===== src/rtl/pcie_rstctl_pkg.sv =====
package pcie_rstctl_pkg;

    // Register slave geometry
    localparam int unsigned CSR_AW  = 16;
    localparam int unsigned CSR_DW  = 32;
    localparam int unsigned OFS_W   = 12;
    localparam int unsigned WIN_W   = CSR_AW - OFS_W;

    // Offsets inside a window
    localparam logic [OFS_W-1:0] OFS_SHARED = 12'h000;
    localparam logic [OFS_W-1:0] OFS_RSTCTL = 12'h510;
    localparam logic [OFS_W-1:0] OFS_LSTAT  = 12'h804;

    // Reset register field positions
    localparam int unsigned B_PHY    = 0;
    localparam int unsigned B_PIPE   = 1;
    localparam int unsigned B_MAC    = 2;
    localparam int unsigned B_CFG    = 3;
    localparam int unsigned B_PERST  = 8;
    localparam int unsigned AUTO_LSB = 13;
    localparam int unsigned AUTO_W   = 3;

    // Status and shared register positions
    localparam int unsigned B_LINKUP    = 10;
    localparam int unsigned LANE_STRIDE = 8;
    localparam int unsigned B_TRAIN     = 0;
    localparam int unsigned B_L1        = 1;

    typedef enum logic [1:0] {
        SEL_NONE,
        SEL_SHARED,
        SEL_RSTCTL,
        SEL_LSTAT
    } csr_sel_e;

    typedef struct packed {
        csr_sel_e         sel;
        logic [WIN_W-1:0] win;
    } csr_hit_t;

    typedef struct packed {
        logic phy;
        logic pipe;
        logic mac;
        logic cfg;
        logic perst;
    } dom_rst_t;

    function automatic logic [CSR_DW-1:0] rstctl_mask();
        logic [CSR_DW-1:0] m;
        m = '0;
        m[B_PHY]   = 1'b1;
        m[B_PIPE]  = 1'b1;
        m[B_MAC]   = 1'b1;
        m[B_CFG]   = 1'b1;
        m[B_PERST] = 1'b1;
        for (int i = 0; i < int'(AUTO_W); i++) m[AUTO_LSB + i] = 1'b1;
        return m;
    endfunction

    function automatic logic [CSR_DW-1:0] shared_mask(input int unsigned nports);
        logic [CSR_DW-1:0] m;
        m = '0;
        for (int p = 0; p < int'(nports); p++) begin
            m[p*LANE_STRIDE + B_TRAIN] = 1'b1;
            m[p*LANE_STRIDE + B_L1]    = 1'b1;
        end
        return m;
    endfunction

    function automatic csr_hit_t csr_decode(input logic [CSR_AW-1:0] addr,
                                            input int unsigned nports);
        csr_hit_t         h;
        logic [WIN_W-1:0] idx;
        logic [OFS_W-1:0] ofs;
        h.sel = SEL_NONE;
        h.win = '0;
        idx   = addr[CSR_AW-1:OFS_W];
        ofs   = addr[OFS_W-1:0];
        if (idx == '0) begin
            if (ofs == OFS_SHARED) h.sel = SEL_SHARED;
        end else if (int'(idx) <= int'(nports)) begin
            h.win = idx - 1'b1;
            if (ofs == OFS_RSTCTL)     h.sel = SEL_RSTCTL;
            else if (ofs == OFS_LSTAT) h.sel = SEL_LSTAT;
        end
        return h;
    endfunction

endpackage


===== src/rtl/rstctl_link_sync.sv =====
module rstctl_link_sync #(
    parameter int unsigned STAGES = 2
) (
    input  logic clk,
    input  logic rst,
    input  logic link_raw,
    output logic link_s,
    output logic link_fall
);
    logic [STAGES-1:0] chain_q;
    logic              prev_q;

    always_ff @(posedge clk) begin
        if (rst) begin
            chain_q <= '0;
            prev_q  <= 1'b0;
        end else begin
            chain_q <= {chain_q[STAGES-2:0], link_raw};
            prev_q  <= chain_q[STAGES-1];
        end
    end

    assign link_s    = chain_q[STAGES-1];
    assign link_fall = prev_q & ~chain_q[STAGES-1];
endmodule


===== src/rtl/rstctl_shared.sv =====
module rstctl_shared
    import pcie_rstctl_pkg::*;
#(
    parameter int unsigned NUM_PORTS = 2
) (
    input  logic                 clk,
    input  logic                 rst,
    input  logic                 wr_en,
    input  logic [CSR_DW-1:0]    wdata,
    output logic [NUM_PORTS-1:0] train_en,
    output logic [NUM_PORTS-1:0] l1_en,
    output logic [CSR_DW-1:0]    rd_val
);
    localparam logic [CSR_DW-1:0] MASK = shared_mask(NUM_PORTS);

    logic [CSR_DW-1:0] cfg_q;

    always_ff @(posedge clk) begin
        if (rst)        cfg_q <= '0;
        else if (wr_en) cfg_q <= wdata & MASK;
    end

    for (genvar p = 0; p < NUM_PORTS; p++) begin : g_lane
        assign train_en[p] = cfg_q[p*LANE_STRIDE + B_TRAIN];
        assign l1_en[p]    = cfg_q[p*LANE_STRIDE + B_L1];
    end

    assign rd_val = cfg_q;
endmodule


===== src/rtl/rstctl_port.sv =====
module rstctl_port
    import pcie_rstctl_pkg::*;
(
    input  logic              clk,
    input  logic              rst,
    input  logic              wr_en,
    input  logic [CSR_DW-1:0] wdata,
    input  logic              train_on,
    input  logic              link_s,
    input  logic              link_fall,
    output dom_rst_t          dom_n,
    output logic [CSR_DW-1:0] ctrl_rd,
    output logic              link_rpt,
    output logic              ld_pulse
);
    localparam logic [CSR_DW-1:0] MASK = rstctl_mask();

    logic [CSR_DW-1:0] ctrl_q;
    logic              hold_q;
    logic              auto_on;

    always_ff @(posedge clk) begin
        if (rst)        ctrl_q <= '0;
        else if (wr_en) ctrl_q <= wdata & MASK;
    end

    assign auto_on  = &ctrl_q[AUTO_LSB +: AUTO_W];
    assign ld_pulse = link_fall & auto_on;

    always_ff @(posedge clk) begin
        if (rst) hold_q <= 1'b0;
        else     hold_q <= ld_pulse;
    end

    always_comb begin
        dom_n.phy   = ctrl_q[B_PHY];
        dom_n.pipe  = ctrl_q[B_PIPE];
        dom_n.mac   = ctrl_q[B_MAC] & ~hold_q;
        dom_n.cfg   = ctrl_q[B_CFG] & ~hold_q;
        dom_n.perst = ctrl_q[B_PERST];
    end

    assign ctrl_rd  = ctrl_q;
    assign link_rpt = link_s & train_on & ctrl_q[B_MAC];
endmodule


===== src/rtl/pcie_rst_ctl.sv =====
module pcie_rst_ctl
    import pcie_rstctl_pkg::*;
#(
    parameter int unsigned NUM_PORTS   = 2,
    parameter int unsigned SYNC_STAGES = 2
) (
    input  logic                 clk,
    input  logic                 rst,
    input  logic                 csr_req,
    input  logic                 csr_we,
    input  logic [15:0]          csr_addr,
    input  logic [31:0]          csr_wdata,
    output logic                 csr_rvalid,
    output logic [31:0]          csr_rdata,
    input  logic [NUM_PORTS-1:0] link_up_in,
    output logic [NUM_PORTS-1:0] ltssm_en,
    output logic [NUM_PORTS-1:0] aspm_l1_en,
    output logic [NUM_PORTS-1:0] phy_rst_n,
    output logic [NUM_PORTS-1:0] pipe_rst_n,
    output logic [NUM_PORTS-1:0] mac_rst_n,
    output logic [NUM_PORTS-1:0] cfg_rst_n,
    output logic [NUM_PORTS-1:0] perst_n
);
    csr_hit_t            hit;
    logic                wr_cyc;
    logic                rd_cyc;
    logic [CSR_DW-1:0]   sh_rd;
    logic [CSR_DW-1:0]   ctl_rd [NUM_PORTS];
    logic [NUM_PORTS-1:0] link_rpt;
    logic [NUM_PORTS-1:0] ld_pulse;
    logic [CSR_DW-1:0]   rd_mux;
    logic [CSR_DW-1:0]   rdata_q;
    logic                rvalid_q;

    assign hit    = csr_decode(csr_addr, NUM_PORTS);
    assign wr_cyc = csr_req & csr_we;
    assign rd_cyc = csr_req & ~csr_we;

    rstctl_shared #(.NUM_PORTS(NUM_PORTS)) u_shared (
        .clk      (clk),
        .rst      (rst),
        .wr_en    (wr_cyc && hit.sel == SEL_SHARED),
        .wdata    (csr_wdata),
        .train_en (ltssm_en),
        .l1_en    (aspm_l1_en),
        .rd_val   (sh_rd)
    );

    for (genvar p = 0; p < NUM_PORTS; p++) begin : g_port
        logic     ls;
        logic     lf;
        dom_rst_t dn;

        rstctl_link_sync #(.STAGES(SYNC_STAGES)) u_sync (
            .clk       (clk),
            .rst       (rst),
            .link_raw  (link_up_in[p]),
            .link_s    (ls),
            .link_fall (lf)
        );

        rstctl_port u_port (
            .clk       (clk),
            .rst       (rst),
            .wr_en     (wr_cyc && hit.sel == SEL_RSTCTL && hit.win == WIN_W'(p)),
            .wdata     (csr_wdata),
            .train_on  (ltssm_en[p]),
            .link_s    (ls),
            .link_fall (lf),
            .dom_n     (dn),
            .ctrl_rd   (ctl_rd[p]),
            .link_rpt  (link_rpt[p]),
            .ld_pulse  (ld_pulse[p])
        );

        assign phy_rst_n[p]  = dn.phy;
        assign pipe_rst_n[p] = dn.pipe;
        assign mac_rst_n[p]  = dn.mac;
        assign cfg_rst_n[p]  = dn.cfg;
        assign perst_n[p]    = dn.perst;
    end

    always_comb begin
        rd_mux = '0;
        if (hit.sel == SEL_SHARED) rd_mux = sh_rd;
        for (int p = 0; p < int'(NUM_PORTS); p++) begin
            if (hit.win == WIN_W'(p)) begin
                if (hit.sel == SEL_RSTCTL) rd_mux = ctl_rd[p];
                if (hit.sel == SEL_LSTAT)  rd_mux = CSR_DW'(link_rpt[p]) << B_LINKUP;
            end
        end
    end

    always_ff @(posedge clk) begin
        if (rst) begin
            rvalid_q <= 1'b0;
            rdata_q  <= '0;
        end else begin
            rvalid_q <= rd_cyc;
            if (rd_cyc) rdata_q <= rd_mux;
        end
    end

    assign csr_rvalid = rvalid_q;
    assign csr_rdata  = rdata_q;
endmodule


===== config.mk =====
export PLATFORM = sky130hd
export DESIGN_NAME = pcie_rst_ctl
export DESIGN_NICKNAME = d
export VERILOG_FILES = /design/src/rtl/pcie_rstctl_pkg.sv /design/src/rtl/rstctl_link_sync.sv /design/src/rtl/rstctl_shared.sv /design/src/rtl/rstctl_port.sv /design/src/rtl/pcie_rst_ctl.sv
export SDC_FILE = /design/constraint.sdc
export NUM_CORES = 1
export LEC_CHECK = 0
export BUFFER_PORTS_ARGS = -buffer_cell sky130_fd_sc_hd__buf_4
export CORE_ASPECT_RATIO = 0.8
export CORE_MARGIN = 2
export CORE_UTILIZATION = 45
export DETAILED_ROUTE_END_ITERATION = 6
export GPL_ROUTABILITY_DRIVEN = 0
export PLACE_DENSITY = 0.89
export SLEW_MARGIN = 40
export SYNTH_ARGS = -nofsm -noshare
export SYNTH_HDL_FRONTEND = slang
export SYNTH_SLANG_ARGS = --single-unit

===== constraint.sdc =====
create_clock -name clk -period 1.9 [get_ports clk]
set_input_delay 0.38 -clock clk [delete_from_list [all_inputs] [get_ports clk]]
set_output_delay 0.38 -clock clk [all_outputs]
set_load 0.02 [all_outputs]

==> results of run 1 <==
-- registers in the layout (all words and copies together) (netlist names) --
signal / cells
csr_rvalid: 1
g_port.u_sync.prev_q: 2
g_port.u_sync.chain_q: 4
csr_rdata: 10
g_port.u_port.ctrl_rd: 16
g_port.u_port.hold_q: 2
u_shared.rd_val: 4
-- critical path: cells and delay by family --
kind                       cells  cell delay (ps)
buffers and inverters          3              400
adders and majority gates      1              380
and+or+nand+nor                3              440
AOI/OAI and AO/OA              1              170
-- path summary, 6_finish.rpt --
check | slack, ps | to | startpoint
setup / recovery | 340 | g_port[1].u_port.ctrl_rd[3] | csr_addr[12]
hold / removal | 290 | g_port[0].u_sync.chain_q[0] | link_up_in[0]
setup reg to reg | 870 | csr_rdata[10] | g_port[0].u_port.ctrl_rd[2]
hold reg to reg | 440 | g_port[1].u_sync.chain_q[1] | g_port[1].u_sync.chain_q[0]
-- where the power goes --
group          internal (mW)  switching [mW]
Combinational         0.0739           0.124
Clock                  0.251           0.294
Sequential             0.826         0.00441
Total                   1.15           0.422
-- metrics by stage --
stage | power (mW) | instance area (um^2) | hold slack (ps)
finish | 1.57 | 2460 | 290
global route | 1.63 | 2460 | 298
CTS | 1.58 | 2460 | 288
detailed placement | 1.04 | 2380 | 423
global placement | 1.04 | 2380 | 422
floorplan | 0.988 | 2100 | 414
-- cells in the mapped netlist, types with 2 or more instances --
cell	count
and2_1	3
nand2b_1	2
buf_4	30
nand3_1	8
and3_1	3
clkbuf_1	8
ha_1	2
nor4_4	2
o21bai_1	3
nor4bb_1	2
nor3_1	2
and4_1	3
buf_6	2
a21oi_1	21
nor2_1	4
a22oi_1	5
dfxtp_1	39
o21ai_0	25
nand2_1	8
inv_1	2
buf_2	3
a31oi_1	6
nand4_1	26
nor2b_1	11
-- cells by family after synthesis --
family / synth area share, %
buffers and inverters: 15.8
AO/OA/AOI/OAI: 17.6
adder cells (fa/ha/maj): 1.24
other: 0.185
AND/OR/NAND/NOR: 26.6
flip-flops: 38.5
-- layout make-up --
| class | instances | area (um^2) |
|---|---|---|
| Fill cell | 403 | 1790 |
| Multi-Input combinational cell | 167 | 1000 |
| Sequential cell | 39 | 781 |
| Timing Repair Buffer | 67 | 515 |
| Tap cell | 57 | 71.3 |
| Clock buffer | 5 | 68.8 |
| Clock inverter | 3 | 15.0 |
| Inverter | 2 | 7.51 |
-- cells in the final DEF (no fill, tap or decap), types with 6 or more instances in the layout --
cell,synthesis,layout
nor2b_1,11,11
nand4_1,26,26
a21oi_1,21,21
buf_4,30,66
a31oi_1,6,6
dfxtp_1,39,39
o21ai_0,25,25
nand2_1,8,8
nand3_1,8,8
conb_1,1,22
-- metal layers --
metal,vias up,part of all wire (%)
li1,898,-
met3,4,9.5
met4,0,0.87
met5,-,0
met2,88,47
met1,865,42
==> impl_metrics.py, run 1 <==
metrics = {
    "clock_tree": {
        "cts_sinks": 39,
        "postCtsHoldBufs": 0,
        "htree_levels": 2,
        "clockBufferDepth": 2,
        "cts_made_buffers": 5,
        "clock-root-buffer": "clkbuf_8",
        "cts.clk_slew.worst_paths_ps": 70,
        "post-cts-setup-buffer-count": 0,
        "post_cts_resized": 0,
        "clock_latency_ps": 300,
        "cts_tree": "done",
    },
    "global_routing": {
        "grt_pass1_wl_um": 8160,
        "grtUsageMet2_pct": 32.9,
        "grt_max_degree": 35,
        "track_usage_pct": 21.0,
        "grt_use_met1_pct": 27.3,
        "use_met3_pct": 6.36,
        "grt_pass1_vias": 1694,
        "grt_overflow": 0,
        "antenna_found_initial": 0,
        "top_usage_layer": "met2",
    },
    "setup_path": {
        "endpoint_kind": "register",
        "critPathRequiredTime_ps": 2120,
        "cp.arrival_ps": 1780,
        "crit_type": "in2reg",
        "ff2ff_path_depth": 4,
        "cp_slowest_cell": "ha_1",
        "crit_path_frequent_cell": "buf_4",
        "startpoint_type": "primary input",
        "max_stage_delay_ps": 380,
        "cp_max_fo": 10,
        "cp_cell_sequence": "buf_4 > inv_1 > ha_1 > nand4b_4 > nor4_4 > buf_4 > nand4_1 > a21oi_1",
    },
    "placed_design": {
        "dp_cells": 332,
        "pre_cts_ws_ps": 57.5,
        "dp_hpwl_um": 3810,
        "numPortBuffers": 55,
    },
    "die": {
        "die_w_um": 79.0,
        "core_area_mm2": 0.00426,
        "io_pins": 101,
        "die_y_um": 64.0,
        "start_util_pct": 47.6,
        "rows": 21,
        "die-area_mm2": 0.00506,
    },
    "yosys": {
        "synth_top_area_share_pct": 38.5,
        "ys_ff_latch": 39,
        "synthCells": 231,
        "synth_edf_count": 0,
        "synth.distinct_cells": 35,
        "seq_area_frac_synth_pct": 38.5,
        "yosysTopAreaCell": "dfxtp_1",
        "synth_area_mm2": 0.00203,
        "ys.flop_type": "dfxtp_1",
        "avgSynthCellArea_um2": 8.77,
        "synth_area_leaders": "dfxtp_1, buf_4, nand4_1, o21ai_0, a21oi_1",
        "yosysWarnings": 0,
        "synthArstFlopShare_pct": 0,
    },
    "drt": {
        "drt_iter0_markers": 158,
        "vias": 1855,
        "wl_per_cell_um": 14.9,
        "wl_um": 5060,
        "route.detailed.drc": 0,
        "via_per_inst": 5.46,
        "drtAntennaViolNets": 0,
        "first_pass_iters": 4,
    },
    "finish": {
        "drive_gt1_share_pct": 29.0,
        "finish.utilization_pct": 57.8,
        "antenna_cells": 0,
        "final-instance-count-excl-fill": 340,
        "areaGrowthSynthToFinish_pct": 21.6,
        "fin_nets": 338,
    },
    "power_and_ir_drop": {
        "total_leakage_power_nw": 1.01,
        "cellPowerDensity_mw_per_mm2": 639,
        "max-vdd-ir-drop_uv": 243,
    },
    "status": {
        "outcome": "finished, final reports clean",
    },
    "timing": {
        "slew_viol_final": 0,
        "max_freq_ghz": 0.639,
        "fin_tns_setup_ps": 0,
        "layout_setup_ws_ps": 335,
        "final-hold-violation-count": 0,
        "rsz0062_at_grt": "false",
        "final.period_utilization_pct": 82.3,
        "fin_crit_ps": 1560,
        "setup_viol": 0,
        "clock_skew_ps": 7.42,
    },
    "worst_hold_path": {
        "holdPathStages": 2,
        "worstHoldPathType": "in2reg",
    },
    "flow_run": {
        "max-cap-violations": 0,
    },
}
No activity file was read; power rests on OpenSTA's default activity.
==> run 2, diff against run 1 <==
- clock period: 1.9 -> 1.5 ns (I/O delays scaled with it)
==> run 2 against run 1 <==
  * Flip-flop and latch count unchanged
  * Wire length rose by 1.9%
  * Die area unchanged
  * Final cell count up 2.1%
  * Clock power grew 26%
  * First-iteration DRC count shrank 24%
  * Critical path depth decreased by 1
  * Total power rose by 28%
  * Critical path type unchanged
==> impl_metrics.py, run 2 (same netlist as run 1, synthesis figures left out) <==
metrics = {
    "drt": {
        "wl_per_cell_um": 14.8,
        "first_pass_iters": 4,
        "drtAntennaViolNets": 0,
        "route.detailed.drc": 0,
        "wl_met3_um": 515,
        "drt-met1-wl_um": 2200,
        "vias": 1882,
        "top_layer_used": "met4",
        "via_per_inst": 5.42,
        "drt_iter0_markers": 120,
        "wl_met2_um": 2360,
        "wl_um": 5150,
    },
    "finish": {
        "antenna_cells": 0,
        "largest_register_ffs": 16,
        "layout_commonest_cell": "buf_4",
        "drive_gt1_share_pct": 32.4,
        "final-instance-count-excl-fill": 347,
        "multi_input_area_mm2": 0.00103,
        "fin_area_mm2": 0.00257,
        "seqCellArea_um2": 781,
        "final_cell_mix": "buf_4, dfxtp_1, nand4_1",
        "areaGrowthSynthToFinish_pct": 26.9,
        "fillers": 390,
        "fin_nets": 345,
    },
    "global_routing": {
        "grt_overflow": 0,
        "grt_pass1_wl_um": 8220,
        "antenna_found_initial": 0,
        "grt_pass1_vias": 1754,
        "grt_max_degree": 35,
        "track_usage_pct": 20.9,
    },
    "power_and_ir_drop": {
        "power_frac_comb_pct": 13.9,
        "max-vdd-ir-drop_uv": 437,
        "switching_share_pct": 26.7,
        "total_leakage_power_nw": 1.05,
        "p_switching_mw": 0.539,
        "cellPowerDensity_mw_per_mm2": 786,
        "p_int_mw": 1.48,
        "power.share.sequential_pct": 52.1,
        "pwr-share-clk_pct": 34.0,
    },
    "placed_design": {
        "dp_hpwl_um": 3800,
        "dpl_cell_area_mm2": 0.00248,
        "numPortBuffers": 55,
        "dp_cells": 339,
    },
    "timing": {
        "max_freq_ghz": 0.724,
        "fin_crit_ps": 1380,
        "final.period_utilization_pct": 92.1,
        "rsz0062_at_grt": "false",
        "setup_viol": 0,
        "clock_skew_ps": 5.85,
        "final-hold-violation-count": 0,
        "slew_viol_final": 0,
    },
    "die": {
        "die-area_mm2": 0.00506,
        "core_area_mm2": 0.00426,
        "die_y_um": 64.0,
        "die_w_um": 79.0,
        "start_util_pct": 47.6,
        "io_pins": 101,
        "rows": 21,
    },
    "clock_tree": {
        "cts_made_buffers": 5,
        "clockBufferDepth": 2,
        "postCtsHoldBufs": 0,
        "cts.clk_slew.worst_paths_ps": 80,
        "cts_tree": "done",
        "clock_latency_ps": 300,
        "cts_sinks": 39,
        "htree_levels": 2,
        "clock-root-buffer": "clkbuf_8",
    },
    "setup_path": {
        "critPathRequiredTime_ps": 1670,
        "cp_slowest_cell": "ha_4",
        "startpoint_type": "primary input",
        "endpoint_kind": "register",
        "cp_max_fo": 8,
        "cp_cell_sequence": "buf_4 > inv_12 > ha_4 > and4_1 > nand3_1 > o21ai_0 > a21oi_1",
        "cp_top_family": "simple AND/OR/NAND/NOR gates",
        "worst-path-buf-inv": 2,
        "max_stage_delay_ps": 280,
        "crit_type": "in2reg",
        "cp.arrival_ps": 1550,
    },
    "flow_run": {
        "max-cap-violations": 0,
    },
    "status": {
        "outcome": "finished, final reports clean",
    },
    "worst_hold_path": {
        "worstHoldPathType": "in2reg",
    },
}
[run 2: cell types whose count changed in the layout (fill, tap and decap cells not counted), moves of 2 or more]
cell,change
buf_4,+5
nand3_1,-2
inv_1,-2
nand3_2,+2
[run 2: area by class of cell]
type,instances,share of cell area (%)
multi-input cells,167,39.9
flip-flops and latches,39,30.4
repair buffers,74,22.7
well taps,57,2.77
clock buffers,5,2.68
inverters,2,0.973
clock inverters,3,0.584
[run 2: power by group through the flow]
stage / clock network [mW] / registers [mW] / logic, mW
2_1_floorplan: 0 / 1.08 / 0.178
3_3_place_gp: 0 / 1.08 / 0.273
3_5_place_dp: 0 / 1.08 / 0.277
4_1_cts: 0.691 / 1.05 / 0.278
5_1_grt: 0.753 / 1.05 / 0.301
6_report: 0.687 / 1.05 / 0.280
[run 2: what timing repair did]
| action | 4_1_cts | 5_1_grt |
|---|---|---|
| resized for setup | 0 | 2 |
| buffers inserted | 0 | 0 |
| endpoints found under the setup margin | 0 | 14 |
[run 2: per-stage QoR]
| stage | utilization (%) | power, mW | worst slack (ps) | hold WS, ps | setup TNS [ps] |
|---|---|---|---|---|---|
| 5_1_grt | 60.4 | 2.11 | 25.4 | 215 | 0 |
| 2_1_floorplan | - | 1.26 | -138 | 414 | -1250 |
| 3_5_place_dp | 58.3 | 1.35 | -277 | 433 | -5410 |
| 6_report | 60.4 | 2.02 | 119 | 218 | 0 |
| 3_3_place_gp | 58.3 | 1.35 | -243 | 420 | -4440 |
| 4_1_cts | 60.3 | 2.02 | 18.7 | 217 | 0 |
[run 2: layer usage]
metal	vias up	track usage [%]
met5	-	0
li1	911	-
met2	100	32.0
met4	0	7.33
met1	862	28.1
met3	9	6.21
[run 2: final timing paths]
path	startpoint	endpoint	slack, ps	cells after the start
worst max-delay path	csr_addr[12]	g_port[0].u_port.ctrl_rd[8]	120	7
worst min-delay path	link_up_in[1]	g_port[1].u_sync.chain_q[0]	220	2
worst max register to register	u_shared.rd_val[0]	csr_rdata[10]	480	4
worst min register to register	g_port[0].u_sync.chain_q[0]	g_port[0].u_sync.chain_q[1]	440	1
==> run 3, diff against run 2 <==
- SETUP_SLACK_MARGIN: default -> 0.5
==> run 3 against run 2 <==
  * Register-to-register slack worse by 100 ps
  * Combinational power grew 24%
  * Non-clock buffer count is 41 higher
  * Final area is 27% higher
  * Sequential power is essentially flat
  * First-iteration DRC count grew to 2.6 times the previous value
  * Total power is 4.2% higher
  * Setup slack worse by 74 ps
  * Clock power up 3.3%
  * Clock-buffer cell count increased by 2
  * Worst hold slack better by 2.4 ps
  * Die area did not move
  * Largest cell class unchanged
==> impl_metrics.py, run 3 (same netlist as run 1, synthesis figures left out) <==
metrics = {
    "placed_design": {
        "dp_cells": 346,
        "dp_hpwl_um": 4300,
        "numPortBuffers": 55,
        "dpl_cell_area_mm2": 0.00258,
    },
    "finish": {
        "antenna_cells": 0,
        "final_cell_mix": "buf_4, buf_6, nand4_1",
        "fin_area_mm2": 0.00328,
        "layout_commonest_cell": "buf_4",
        "drive_gt1_share_pct": 57.4,
        "largest_register_ffs": 16,
        "areaGrowthSynthToFinish_pct": 61.8,
        "fin_nets": 386,
        "final-instance-count-excl-fill": 388,
    },
    "clock_tree": {
        "cts_made_buffers": 5,
        "clock_latency_ps": 300,
        "cts_tree": "done",
        "htree_levels": 2,
        "cts_sinks": 39,
        "clockBufferDepth": 2,
        "cts.clk_slew.worst_paths_ps": 80,
        "clock-root-buffer": "clkbuf_8",
    },
    "timing": {
        "slew_viol_final": 0,
        "max_freq_ghz": 0.687,
        "final.period_utilization_pct": 97.0,
        "final-hold-violation-count": 0,
        "whs_ps": 220,
        "fin_tns_setup_ps": 0,
        "fin_crit_ps": 1460,
        "clock_skew_ps": 4.81,
        "setup_viol": 0,
        "rsz0062_at_grt": "true",
    },
    "setup_path": {
        "r2r_end": "csr_rdata[10]",
        "critPathLaunch": "csr_addr[12]",
        "cp_cell_sequence": "buf_12 > inv_12 > ha_2 > nand2b_4 > and2_4 > buf_6 > nand4_1 > a31oi_1",
        "timing.rr.start": "g_port[0].u_port.ctrl_rd[2]",
        "cp.arrival_ps": 1650,
        "worstSetupEndpoint": "csr_rdata[0]",
        "cp_top_family": "simple AND/OR/NAND/NOR gates",
        "max_stage_delay_ps": 310,
        "ff2ff_path_depth": 5,
        "critPathRequiredTime_ps": 1700,
        "endpoint_kind": "register",
        "cp_max_fo": 8,
        "cp_slowest_cell": "a31oi_1",
        "crit_cells": 8,
        "worst-path-buf-inv": 3,
        "startpoint_type": "primary input",
        "crit_type": "in2reg",
        "reg2reg_setup_slack_ps": 380,
    },
    "global_routing": {
        "grt_overflow": 0,
        "track_usage_pct": 32.4,
        "grt_pass1_wl_um": 12400,
        "grt_max_degree": 35,
        "antenna_found_initial": 0,
        "grt_pass1_vias": 2249,
    },
    "die": {
        "die_w_um": 79.0,
        "core_area_mm2": 0.00426,
        "die-area_mm2": 0.00506,
        "die_y_um": 64.0,
        "io_pins": 101,
        "rows": 21,
        "start_util_pct": 47.6,
    },
    "power_and_ir_drop": {
        "cellPowerDensity_mw_per_mm2": 642,
        "total_leakage_power_nw": 1.35,
        "total_power_mw": 2.11,
        "max-vdd-ir-drop_uv": 346,
    },
    "drt": {
        "route.detailed.drc": 0,
        "drtAntennaViolNets": 0,
        "wl_per_cell_um": 21.5,
        "first_pass_iters": 5,
        "wl_um": 8340,
        "drt_iter0_markers": 317,
        "via_per_inst": 6.02,
        "vias": 2337,
    },
    "worst_hold_path": {
        "worstHoldPathType": "in2reg",
    },
    "flow_run": {
        "max-cap-violations": 0,
    },
    "status": {
        "outcome": "finished, final reports clean",
    },
}
[run 3: power by group]
group	internal, mW	switching [mW]
logic	0.144	0.202
clock network	0.327	0.384
registers	1.04	0.00823
total	1.51	0.593
[run 3: area by class of cell]
type                    count  area, um^2
repair buffers            115        1080
fillers                   261         978
well taps                  57        71.3
flip-flops and latches     39         823
clock inverters             1        5.00
clock buffers               7        76.3
inverters                   2        25.0
multi-input cells         167        1200
[run 3: worst min-delay path by stage]
stage | start | endpoint | slack [ps] | cells past startpoint
2_1_floorplan | g_port[0].u_sync.chain_q[0] | g_port[0].u_sync.chain_q[1] | 410 | 1
3_5_place_dp | g_port[1].u_sync.chain_q[0] | g_port[1].u_sync.chain_q[1] | 420 | 1
3_3_place_gp | g_port[1].u_sync.chain_q[0] | g_port[1].u_sync.chain_q[1] | 420 | 1
6_report | link_up_in[1] | g_port[1].u_sync.chain_q[0] | 220 | 2
5_1_grt | link_up_in[0] | g_port[0].u_sync.chain_q[0] | 240 | 2
4_1_cts | link_up_in[0] | g_port[0].u_sync.chain_q[0] | 220 | 2
[run 3: metal layers]
layer / share of wire, % / up-vias / routed length, um / track usage, %
li1: - / 998 / - / -
met1: 35 / 1056 / 2930 / 39.4
met2: 48 / 211 / 4020 / 53.1
met4: 6.6 / 0 / 552 / 14.9
met5: 0 / - / 0 / 0
met3: 10 / 72 / 835 / 8.90
[run 3: per-stage QoR]
| step | util [%] | setup slack [ps] |
|---|---|---|
| finish | 77.0 | 44.9 |
| global route | 77.0 | 13.4 |
| CTS | 73.2 | 227 |
| detailed placement | 60.6 | -314 |
| global placement | 60.6 | -268 |
| floorplan | - | -133 |
[run 3: worst register-to-register path, stage by stage, from the launching register on]
cell     delay, ps
dfxtp_2        350
buf_4          130
nand3_1         80
a31oi_1        220
a41oi_2         60
o31ai_1        200
[run 3: repair_timing]
action	in CTS	in global routing
pin swaps	26	12
hold buffers	0	0
buffers inserted	19	13
cloned	2	0
endpoints found under the setup margin	55	55
gates resized for setup	100	19
